==> src/rtl/evt_pkg.sv <==
package evt_pkg;

    typedef enum logic [1:0] {
        ST_IDLE   = 2'd0,
        ST_WAIT_D = 2'd1,
        ST_WAIT_T = 2'd2,
        ST_FIRED  = 2'd3
    } trig_state_t;

    localparam int NUM_PAIRS = 3;
    localparam int PAIR_D    = 0;
    localparam int PAIR_T    = 1;
    localparam int PAIR_P    = 2;

    localparam logic [2:0] A_D_PAT  = 3'd0;
    localparam logic [2:0] A_D_MSK  = 3'd1;
    localparam logic [2:0] A_T_PAT  = 3'd2;
    localparam logic [2:0] A_T_MSK  = 3'd3;
    localparam logic [2:0] A_P_PAT  = 3'd4;
    localparam logic [2:0] A_P_MSK  = 3'd5;
    localparam logic [2:0] A_EMU    = 3'd6;
    localparam logic [2:0] A_CTRL   = 3'd7;

    localparam int CTRL_SEQ  = 0;
    localparam int CTRL_XSRC = 1;

endpackage

==> src/rtl/evt_regfile.sv <==
module evt_regfile
    import evt_pkg::*;
#(
    parameter int EVW = 8
) (
    input  logic                 clk,
    input  logic                 rst_n,
    input  logic                 wr_en,
    input  logic [2:0]           wr_addr,
    input  logic [EVW-1:0]       wr_data,
    output logic [EVW-1:0]       pat_o [NUM_PAIRS],
    output logic [EVW-1:0]       msk_o [NUM_PAIRS],
    output logic [EVW-1:0]       emu_o,
    output logic                 seq_mode_o,
    output logic                 emu_sel_o
);
    localparam int NREG = 2 * NUM_PAIRS + 1;

    logic [EVW-1:0] regs_q [NREG];
    logic [1:0]     ctrl_q;

    always_ff @(posedge clk) begin
        if (!rst_n) begin
            for (int i = 0; i < NREG; i++) regs_q[i] <= '0;
            ctrl_q <= '0;
        end else if (wr_en) begin
            if (wr_addr == A_CTRL) ctrl_q <= wr_data[1:0];
            else                   regs_q[wr_addr] <= wr_data;
        end
    end

    genvar g;
    generate
        for (g = 0; g < NUM_PAIRS; g++) begin : g_pair
            assign pat_o[g] = regs_q[2*g];
            assign msk_o[g] = regs_q[2*g+1];
        end
    endgenerate

    assign emu_o      = regs_q[A_EMU];
    assign seq_mode_o = ctrl_q[CTRL_SEQ];
    assign emu_sel_o  = ctrl_q[CTRL_XSRC];


    dmask_write_chk: assert property (@(posedge clk) disable iff (!rst_n)
        (wr_en && wr_addr == A_D_MSK) |=> (msk_o[PAIR_D] == $past(wr_data)));

endmodule

==> src/rtl/evt_match.sv <==
module evt_match #(
    parameter int EVW = 8
) (
    input  logic [EVW-1:0] pat_i,
    input  logic [EVW-1:0] msk_i,
    input  logic [EVW-1:0] src_i,
    output logic           hit_o
);
    logic [EVW-1:0] bit_ok;

    always_comb begin
        bit_ok = ~(src_i ^ pat_i) | msk_i;
        hit_o  = &bit_ok;
    end
endmodule

==> src/rtl/evt_seq_fsm.sv <==
module evt_seq_fsm
    import evt_pkg::*;
(
    input  logic clk,
    input  logic rst_n,
    input  logic arm_i,
    input  logic seq_i,
    input  logic d_hit_i,
    input  logic t_hit_i,
    output logic trig_o
);
    trig_state_t state_q, state_d;
    logic        fire;
    logic        trig_q;

    always_comb begin
        state_d = state_q;
        fire    = 1'b0;
        if (!arm_i) begin
            state_d = ST_IDLE;
        end else begin
            unique case (state_q)
                ST_IDLE:   state_d = ST_WAIT_D;
                ST_WAIT_D: begin
                    if (!seq_i) begin
                        if (d_hit_i && t_hit_i) begin
                            fire    = 1'b1;
                            state_d = ST_FIRED;
                        end
                    end else if (d_hit_i) begin
                        state_d = ST_WAIT_T;
                    end
                end
                ST_WAIT_T: begin
                    if (t_hit_i) begin
                        fire    = 1'b1;
                        state_d = ST_FIRED;
                    end
                end
                ST_FIRED:  state_d = ST_FIRED;
            endcase
        end
    end

    always_ff @(posedge clk) begin
        if (!rst_n) state_q <= ST_IDLE;
        else        state_q <= state_d;
    end

    always_ff @(posedge clk) begin
        if (!rst_n) trig_q <= 1'b0;
        else        trig_q <= fire;
    end

    assign trig_o = trig_q;


    trig_pulse_chk: assert property (@(posedge clk) disable iff (!rst_n)
        trig_q |=> !trig_q);


    unarmed_quiet_chk: assert property (@(posedge clk) disable iff (!rst_n)
        !arm_i |=> !trig_q);


    seq_stage_chk: assert property (@(posedge clk) disable iff (!rst_n)
        (seq_i && state_q == ST_WAIT_D) |=> !trig_q);


    idle_no_fire_chk: assert property (@(posedge clk) disable iff (!rst_n)
        (state_q == ST_IDLE) |=> !trig_q);

endmodule

==> src/rtl/evt_trig_unit.sv <==
module evt_trig_unit
    import evt_pkg::*;
#(
    parameter int EVW = 8
) (
    input  logic           clk,
    input  logic           rst_n,
    input  logic           wr_en,
    input  logic [2:0]     wr_addr,
    input  logic [EVW-1:0] wr_data,
    input  logic [EVW-1:0] evt_in,
    input  logic           arm,
    output logic           trig_o,
    output logic           pause_o
);
    logic [EVW-1:0] pat [NUM_PAIRS];
    logic [EVW-1:0] msk [NUM_PAIRS];
    logic [EVW-1:0] emu;
    logic           seq_mode;
    logic           emu_sel;
    logic [EVW-1:0] src;
    logic [NUM_PAIRS-1:0] hit;

    evt_regfile #(.EVW(EVW)) u_regs (
        .clk        (clk),
        .rst_n      (rst_n),
        .wr_en      (wr_en),
        .wr_addr    (wr_addr),
        .wr_data    (wr_data),
        .pat_o      (pat),
        .msk_o      (msk),
        .emu_o      (emu),
        .seq_mode_o (seq_mode),
        .emu_sel_o  (emu_sel)
    );

    assign src = emu_sel ? emu : evt_in;

    genvar g;
    generate
        for (g = 0; g < NUM_PAIRS; g++) begin : g_cmp
            evt_match #(.EVW(EVW)) u_cmp (
                .pat_i (pat[g]),
                .msk_i (msk[g]),
                .src_i (src),
                .hit_o (hit[g])
            );
        end
    endgenerate

    evt_seq_fsm u_fsm (
        .clk     (clk),
        .rst_n   (rst_n),
        .arm_i   (arm),
        .seq_i   (seq_mode),
        .d_hit_i (hit[PAIR_D]),
        .t_hit_i (hit[PAIR_T]),
        .trig_o  (trig_o)
    );

    assign pause_o = hit[PAIR_P];


    full_mask_hit_chk: assert property (@(posedge clk) disable iff (!rst_n)
        (msk[PAIR_P] == '1) |-> pause_o);


    emu_source_chk: assert property (@(posedge clk) disable iff (!rst_n)
        (emu_sel && msk[PAIR_P] == '0 && emu == pat[PAIR_P]) |-> pause_o);

endmodule

==> config.mk <==
export PLATFORM = sky130hd
export DESIGN_NAME = evt_trig_unit
export DESIGN_NICKNAME = d
export VERILOG_FILES = /design/src/rtl/evt_pkg.sv /design/src/rtl/evt_regfile.sv /design/src/rtl/evt_match.sv /design/src/rtl/evt_seq_fsm.sv /design/src/rtl/evt_trig_unit.sv
export SDC_FILE = /design/constraint.sdc
export NUM_CORES = 1
export LEC_CHECK = 0
export ABC_AREA = 1
export ABC_CLOCK_PERIOD_IN_PS = 2550
export CORE_MARGIN = 3
export CORE_UTILIZATION = 55
export DETAILED_ROUTE_END_ITERATION = 6
export PLACE_DENSITY = 0.72
export SYNTH_ARGS = -nofsm -noshare
export SYNTH_HDL_FRONTEND = slang
export SYNTH_SLANG_ARGS = --single-unit
export TNS_END_PERCENT = 30
==> constraint.sdc <==
create_clock -name clk -period 2.55 [get_ports clk]
set_input_delay 0.765 -clock clk [delete_from_list [all_inputs] [get_ports clk]]
set_output_delay 0.765 -clock clk [all_outputs]
set_load 0.01 [all_outputs]
## Word level (Yosys, flattened, before mapping)

Memory sizes are Yosys's and may differ from the RTL's.
Cells that the tools add are included.

- Equal/unequal tests: 7
- Muxes and demuxes: 18
- Bitwise gates (word level): 9
- Reduce and logical (&&, ||, !) cells: 9

Operators with widths:

| cell | number |
|---|---|
| 8-bit inverter | 3 |
| 8-bit OR | 3 |
| 8-bit AND reduction | 3 |
| 8-bit bitwise XOR | 3 |
| 8-bit 2-to-1 mux | 2 |
| 1-bit 2-to-1 mux | 9 |
| 2-bit 2-to-1 mux | 4 |
| 2-bit case mux with 4 select lines | 1 |
| 8-bit OR reduction | 1 |
| 3-bit by 2-bit != test with 1-bit output, second input constant | 2 |
| 2-bit == test, second input constant | 2 |
| 2-bit AND reduction | 2 |
| 3-bit == test, second input constant | 1 |
| 3-bit 2-to-1 mux | 1 |
| 3-bit AND reduction | 1 |
| 2-bit by 1-bit == test with 1-bit output, second input constant | 1 |
| 2-bit zero test | 1 |
| 2-bit by 1-bit != test with 1-bit output, second input constant | 1 |
| 1-bit case mux with 2 select lines | 1 |
| 1-bit logical AND | 1 |

- Register bits after elaboration: 5
- RAM bits: 56
- Input port bits: 23
- Word-level logic and storage cells: 47
- Memories: 1

Memory list:

| memory | words | bits a word | read ports | clocked after Yosys merged registers in | write ports | line | RTL |
|---|---|---|---|---|---|---|---|
| u_regs.regs_q | 7 | 8 | 7 | 0 | 7 | evt_regfile.sv:19 | `logic [EVW-1:0] regs_q [NREG];` |

## Logic depth before layout (Yosys ltp)

Gate-level depths: netlist of run 1.

- Word-level depth: 9
- Depth in mapped cells: 15

## By module

A second synthesis of run 1 with hierarchy kept.

- Cells, all modules: 407
- Area total of the unflattened synthesis: 3,171.8 um2

By module, submodules not included:

| module | instances | cells an instance | area an instance (um2) | seq. area each (um2) |
|---|---|---|---|---|
| evt_regfile | 1 | 189 | 2,194.6 | 1,641.6 |
| evt_match | 3 | 53 | 206.4 | 0.0 |
| evt_seq_fsm | 1 | 33 | 252.7 | 60.1 |
| evt_trig_unit | 1 | 26 | 105.1 | 0.0 |

## Worst setup path before layout of run 1

Ideal clock, no wire load.

- Path type: input to output
- Start point: input evt_in[4]
- End point: output pause_o
- Arrival time: 1,598 ps
- Required time: 1,785 ps
- Path slack: 187 ps
- Stages: 6
- Buffers on the path: 0
- Path through: inv_1 -> nand2_2 -> nand2_1 -> xor2_1 -> o22ai_1 -> nor4_1

- Word-level cells in the longest chain between the ends: 5

RTL lines:

| what | line | RTL |
|---|---|---|
| start, declared | evt_trig_unit.sv:11 | `input logic [EVW-1:0] evt_in,` |
| 8-bit 2-to-1 mux | evt_trig_unit.sv:37 | `assign src = emu_sel ? emu : evt_in;` |
| 8-bit bitwise XOR | evt_match.sv:12 | `bit_ok = ~(src_i ^ pat_i) \| msk_i;` |
| 8-bit inverter | evt_match.sv:12 |  |
| 8-bit OR | evt_match.sv:12 |  |
| 8-bit AND reduction | evt_match.sv:13 | `hit_o = &bit_ok;` |
| end, declared | evt_trig_unit.sv:14 | `output logic pause_o` |

Every way passes these cells.

## Worst setup path in the final report of run 1

- Start point: input evt_in[6]
- End point: output pause_o

Same word-level chain as after synthesis.

==> results.json, run 1 <==
{
  "rsz0062_at_grt": "yes",
  "syn_to_final_growth_pct": 32.7,
  "start_util": 0.589,
  "netSwitchingFraction": 0.249,
  "layout_common_cells": "nor2_1, buf_4, nand2_1",
  "p_comb_frac": 0.154,
  "regArea_um2": 1710,
  "clock_skew_ns": 0.00327,
  "vias_per_cell": 5.06,
  "postLayoutCoreUtil": 0.781,
  "ys_ff_latch": 61,
  "drv_cap": 0,
  "hold_class": "reg -> reg",
  "leakage_uw": 0.00187,
  "gp_congestion": 0.896,
  "worstSetupEndpointType": "output port",
  "multiInputGateArea_um2": 1220,
  "num_vias": 2584,
  "grt_pass1_vias": 2493,
  "avgSynthCellArea_um2": 9.07,
  "coreArea_um2": 5270,
  "dp.final_hpwl_mm": 5.49,
  "syn-num-nets": 369,
  "powerDensity_nw_per_um2": 565,
  "final-max-slew-violation-count": 0,
  "setup_tns_ns": -0.0429,
  "p_seq_frac": 0.501,
  "p_clk_frac": 0.345,
  "fillCellCount": 371,
  "crit_path_cell_trace": "dlygate4sd2_1, nand2_4, nand2_4, xnor2_2, o22ai_1, nor4_1, buf_2",
  "p_int_uw": 1750,
  "outcome": "finished, violations left",
  "drc_errors": 0,
  "cts_tree": "done",
  "dieArea_um2": 6580,
  "setup_viol_count_final": 1,
  "fin_crit_ns": 2.59,
  "placed_cell_area_um2": 3790,
  "final_common_cell": "nor2_1",
  "antenna_found_initial": 0,
  "cts.sinks": 61,
  "maxSlewHeadroom": 0.723,
  "ir_drop_mv": 0.406,
  "post_drt_wl_per_cell_um": 14.6,
  "grt.total_usage": 0.247,
  "wl_mm": 7.44,
  "ant_nets": 0,
  "grt_max_degree": 18,
  "p_total_uw": 2330,
  "hold_ws_ns": 0.474,
  "drive_above_1_share": 0.263,
  "arrival_ns": 1.83,
  "fin_area_um2": 4120,
  "diodes": 0,
  "synth-seq-area-share": 0.549,
  "synth.top_cells.by_area": "edfxtp_1, dfxtp_1, nand2_1, nor2_1, inv_1",
  "worstSkewPairLatency_ns": 0.33,
  "num_io_pins": 25,
  "path_clk_slew_ns": 0.06,
  "nNetsFinal": 463,
  "syn_area_um2": 3100,
  "dieHeight_um": 81.1,
  "start_kind": "primary input",
  "clock_path_buffers": 2,
  "grt_pass1_wl_mm": 11.7,
  "hold_viol": 0,
  "violations": "negative setup slack",
  "yosysTopAreaCell": "edfxtp_1",
  "crit_type": "in -> out",
  "synth_top_area_frac": 0.465,
  "fin_crit_sh": 1.02,
  "slowest_delay_ns": 0.26,
  "die_x_um": 81.1,
  "cts_buffers": 9,
  "setup_ws_ns": -0.0429,
  "tightest_slew_ns": 0.415,
  "ys_warn_count": 0,
  "drtPass1Iterations": 4,
  "fmax_mhz": 386,
  "port_buffers": 24,
  "critPathRequiredTime_ns": 1.79,
  "drt_iter0_drc": 171,
  "yosys.cell_types.count": 27,
  "path_common_cell": "nand2_4",
  "clock-root-buffer": "clkbuf_8",
  "syn_inst": 342,
  "hold_buffers": 0,
  "cp_slowest_cell": "dlygate4sd2_1",
  "grt_overflow": 0,
  "crit_fanout": 2,
  "htreeDepth": 3,
  "fp-row-count": 26,
  "switching_power_uw": 580
}
metrics by stage:
stage | worst slack, ns | cells
finish | -0.0429 | 511
global route | -0.0712 | 511
detailed placement | -0.704 | 481
floorplan | 0.187 | 342
CTS | -0.0652 | 509
global placement | -0.734 | 481
state kept, by name (all words and copies together), names as in the netlist:
register       count
u_fsm.state_q      2
u_regs.ctrl_q      2
u_fsm.trig_o       1
u_regs.regs_q     56
cells in the mapped netlist, drive strengths merged:
library cell	number
nand2	84
nor2	67
edfxtp	48
inv	47
nand3	21
nand3b	19
dfxtp	13
o21ai	13
a21oi	7
buf	4
ha	4
xor2	4
nor4	2
xnor2	2
clkbuf	1
nor3	1
o2111ai	1
o21a	1
o21bai	1
o22ai	1
o41ai	1
metal layers:
| layer | GRT usage | routed length, um | share of wire | vias to the layer above |
|---|---|---|---|---|
| met3 | 0.0333 | 314 | 0.042 | 20 |
| met2 | 0.420 | 3770 | 0.51 | 78 |
| met4 | 0.132 | 194 | 0.026 | 0 |
| met5 | 0 | 0 | 0 | - |
| li1 | - | - | - | 1297 |
| met1 | 0.305 | 3160 | 0.42 | 1189 |
final cells by class:
| type | count | share of cell area |
|---|---|---|
| multi-input cells | 229 | 0.297 |
| clock buffers | 10 | 0.0310 |
| well taps | 70 | 0.0213 |
| clock inverters | 6 | 0.0131 |
| flip-flops and latches | 61 | 0.414 |
| inverters | 47 | 0.0447 |
| repair buffers | 88 | 0.178 |
power by group through the flow:
stage,sequential (uW),clock [uW],combinational (uW)
floorplan,1180,0,180
global placement,1180,0,318
detailed placement,1180,0,325
CTS,1160,815,345
global route,1170,854,392
finish,1160,802,358
worst max-delay path, delay by kind of cell:
family	cells	cell delay (ns)
AO/OA/AOI/OAI	1	0.10
AND/OR/NAND/NOR	3	0.38
buffers and inverters	2	0.43
XOR/XNOR	1	0.15
timing repair:
item | 4_1_cts | 5_1_grt
gates resized for setup | 31 | 9
buffers inserted | 12 | 2
endpoints found under the setup margin | 1 | 3
pin swaps | 14 | 12
final timing paths:
check,from,endpoint,slack (ns),depth (start not counted)
max,evt_in[6],pause_o,-0.04,7
max reg2reg,u_regs.ctrl_q[1]$_SDFFE_PN0P_,u_fsm.state_q[1]$_SDFFE_PN0P_,0.05,21
min reg2reg,u_regs.regs_q[6][4]$_SDFFE_PN0P_,u_regs.regs_q[6][4]$_SDFFE_PN0P_,0.47,2
min,u_regs.regs_q[6][4]$_SDFFE_PN0P_,u_regs.regs_q[6][4]$_SDFFE_PN0P_,0.47,2
cells by family (layout without fill, tap and decap cells):
family | Yosys count | in the layout | share of synthesized area
AND/OR/NAND/NOR | 194 | 194 | 0.303
adder cells (fa/ha/maj) | 4 | 4 | 0.0161
flip-flops | 61 | 61 | 0.549
XOR/XNOR | 6 | 6 | 0.0169
AO/OA/AOI/OAI | 25 | 25 | 0.0448
buffers and inverters | 52 | 151 | 0.0706
No activity file was read; power rests on OpenSTA's default activity.
==> run 2: changes to the inputs <==
--- a/config.mk
+++ b/config.mk
@@ -10,7 +10,7 @@
 export CORE_MARGIN = 3
 export CORE_UTILIZATION = 55
 export DETAILED_ROUTE_END_ITERATION = 6
-export PLACE_DENSITY = 0.72
+export PLACE_DENSITY_LB_ADDON = 0.12
 export SYNTH_ARGS = -nofsm -noshare
 export SYNTH_HDL_FRONTEND = slang
 export SYNTH_SLANG_ARGS = --single-unit
==> run 2 against run 1 <==
The run still ends with negative setup slack left. Combinational power fell by 5.9%. Count of clock-buffer cells in the layout increased by 1. Critical path depth stayed put. Via count decreased by 2.7%. Worst setup slack better by 0.042 ns. First-iteration DRC count is 29% lower. Critical path type unchanged. Largest cell class unchanged.
==> results.json, run 2 (same netlist as run 1, synthesis figures left out) <==
{
  "outcome": "finished, violations left",
  "violations": "negative setup slack",
  "crit_type": "in -> out",
  "critPathRequiredTime_ns": 1.79,
  "fin_crit_sh": 1.00,
  "drive_above_1_share": 0.240,
  "netSwitchingFraction": 0.228,
  "slowest_delay_ns": 0.20,
  "grt_overflow": 0,
  "fillCellCount": 389,
  "path_clk_slew_ns": 0.07,
  "diodes": 0,
  "setup_viol_count_final": 1,
  "post_drt_wl_per_cell_um": 14.5,
  "ir_drop_mv": 0.358,
  "p_clk_frac": 0.402,
  "placedCellCount": 475,
  "antenna_found_initial": 0,
  "drv_cap": 0,
  "dieHeight_um": 81.1,
  "crit_fanout": 3,
  "final_common_cell": "nor2_1",
  "setup_ws_ns": -0.000616,
  "drc_errors": 0,
  "gp_congestion": 0.844,
  "clock-root-buffer": "clkbuf_8",
  "p_int_uw": 1940,
  "tightest_slew_ns": 0.414,
  "rsz0062_at_grt": "yes",
  "coreArea_um2": 5270,
  "leakage_uw": 0.00182,
  "dp_worst_setup_slack_ns": -0.763,
  "crit_path_cell_trace": "clkdlybuf4s15_1, nand2_4, nand2_2, o21ai_2, o2111ai_2, nor4_1, buf_2",
  "cts_buffers": 9,
  "cp_slowest_cell": "clkdlybuf4s15_1",
  "maxSlewHeadroom": 0.721,
  "p_seq_frac": 0.464,
  "final-max-slew-violation-count": 0,
  "hold_buffers": 0,
  "finalNonFillerCells": 495,
  "dp.final_hpwl_mm": 5.48,
  "postLayoutCoreUtil": 0.769,
  "grt_pass1_wl_mm": 11.8,
  "regArea_um2": 1710,
  "drtPass1Iterations": 4,
  "fmax_mhz": 392,
  "grt_pass1_vias": 2592,
  "drt_iter0_drc": 122,
  "hold_class": "reg -> reg",
  "cts.sinks": 61,
  "multiInputGateArea_um2": 1230,
  "start_kind": "primary input",
  "largest_reg_flops": 56,
  "p_comb_frac": 0.134,
  "fin_crit_ns": 2.55,
  "fp-row-count": 26,
  "powerDensity_nw_per_um2": 619,
  "vias_per_cell": 5.08,
  "cts_tree": "done",
  "arrival_ns": 1.79,
  "nNetsFinal": 447,
  "clock_skew_ns": 0.00449,
  "worstSetupEndpointType": "output port",
  "dieArea_um2": 6580,
  "num_io_pins": 25,
  "ant_nets": 0,
  "port_buffers": 24,
  "switching_power_uw": 572,
  "die_x_um": 81.1,
  "htreeDepth": 3,
  "wl_mm": 7.17,
  "p_total_uw": 2510,
  "syn_to_final_growth_pct": 30.7,
  "worstSkewPairLatency_ns": 0.33,
  "grt.total_usage": 0.247,
  "layout_common_cells": "nor2_1, nand2_1, edfxtp_1",
  "regMostFlops": "u_regs.regs_q",
  "start_util": 0.589,
  "hold_viol": 0,
  "clock_path_buffers": 2,
  "num_vias": 2514,
  "grt_max_degree": 18,
  "hold_ws_ns": 0.488,
  "top_regs": "u_regs.regs_q x56, u_fsm.state_q x2, u_regs.ctrl_q x2"
}
[run 2: cell count changes in the layout (fill, tap and decap cells not counted), sizes merged]
cell,delta
buf,-14
bufinv,+2
clkdlybuf4s15,+3
clkinv,-2
clkinvlp,-1
dlygate4sd2,-4
[run 2: power groups by stage]
stage	Clock (uW)	Combinational, uW	Sequential (uW)
CTS	1020	336	1160
global route	1070	376	1170
global placement	0	315	1180
finish	1010	337	1160
detailed placement	0	323	1180
floorplan	0	180	1180
[run 2: final timing paths]
check	startpoint	end	slack (ns)	depth (start not counted)
setup / recovery	evt_in[0]	pause_o	-0.0006	7
hold / removal	u_regs.ctrl_q[0]$_SDFFE_PN0P_	u_regs.ctrl_q[0]$_SDFFE_PN0P_	0.49	2
setup reg to reg	u_regs.ctrl_q[1]$_SDFFE_PN0P_	u_fsm.state_q[0]$_SDFFE_PN0P_	0.58	17
hold reg to reg	u_regs.ctrl_q[0]$_SDFFE_PN0P_	u_regs.ctrl_q[0]$_SDFFE_PN0P_	0.49	2
[run 2: cell type report]
cell class	count	area share
timing repair buffer	72	0.155
clock buffer	11	0.0324
clock inverter	5	0.0244
inverter	47	0.0435
multi-input combinational	229	0.303
sequential	61	0.421
tap	70	0.0216
[run 2: routing by layer]
layer	global-route usage	part of all wire
met2	0.452	0.54
met3	0.0632	0.039
met4	0.0895	0.016
met5	0	0
met1	0.276	0.40
[run 2: worst max-delay path, delay by kind of cell]
kind	cells	cell delay, ns
AO/OA/AOI/OAI	2	0.31
buffers and inverters	2	0.38
AND/OR/NAND/NOR	3	0.32
[run 2: through the flow]
stage	area [um^2]	setup TNS, ns
3_3_place_gp	3770	-0.830
6_report	4050	-0.000616
4_1_cts	4050	-0.00748
2_1_floorplan	3100	0
3_5_place_dp	3770	-1.34
5_1_grt	4050	-0.133
[run 2: what timing repair did]
item,4_1_cts,5_1_grt
endpoints found under the setup margin,1,1
pin swaps,17,0
setup buffers,4,0
gates cloned,0,0
resized for setup,45,0
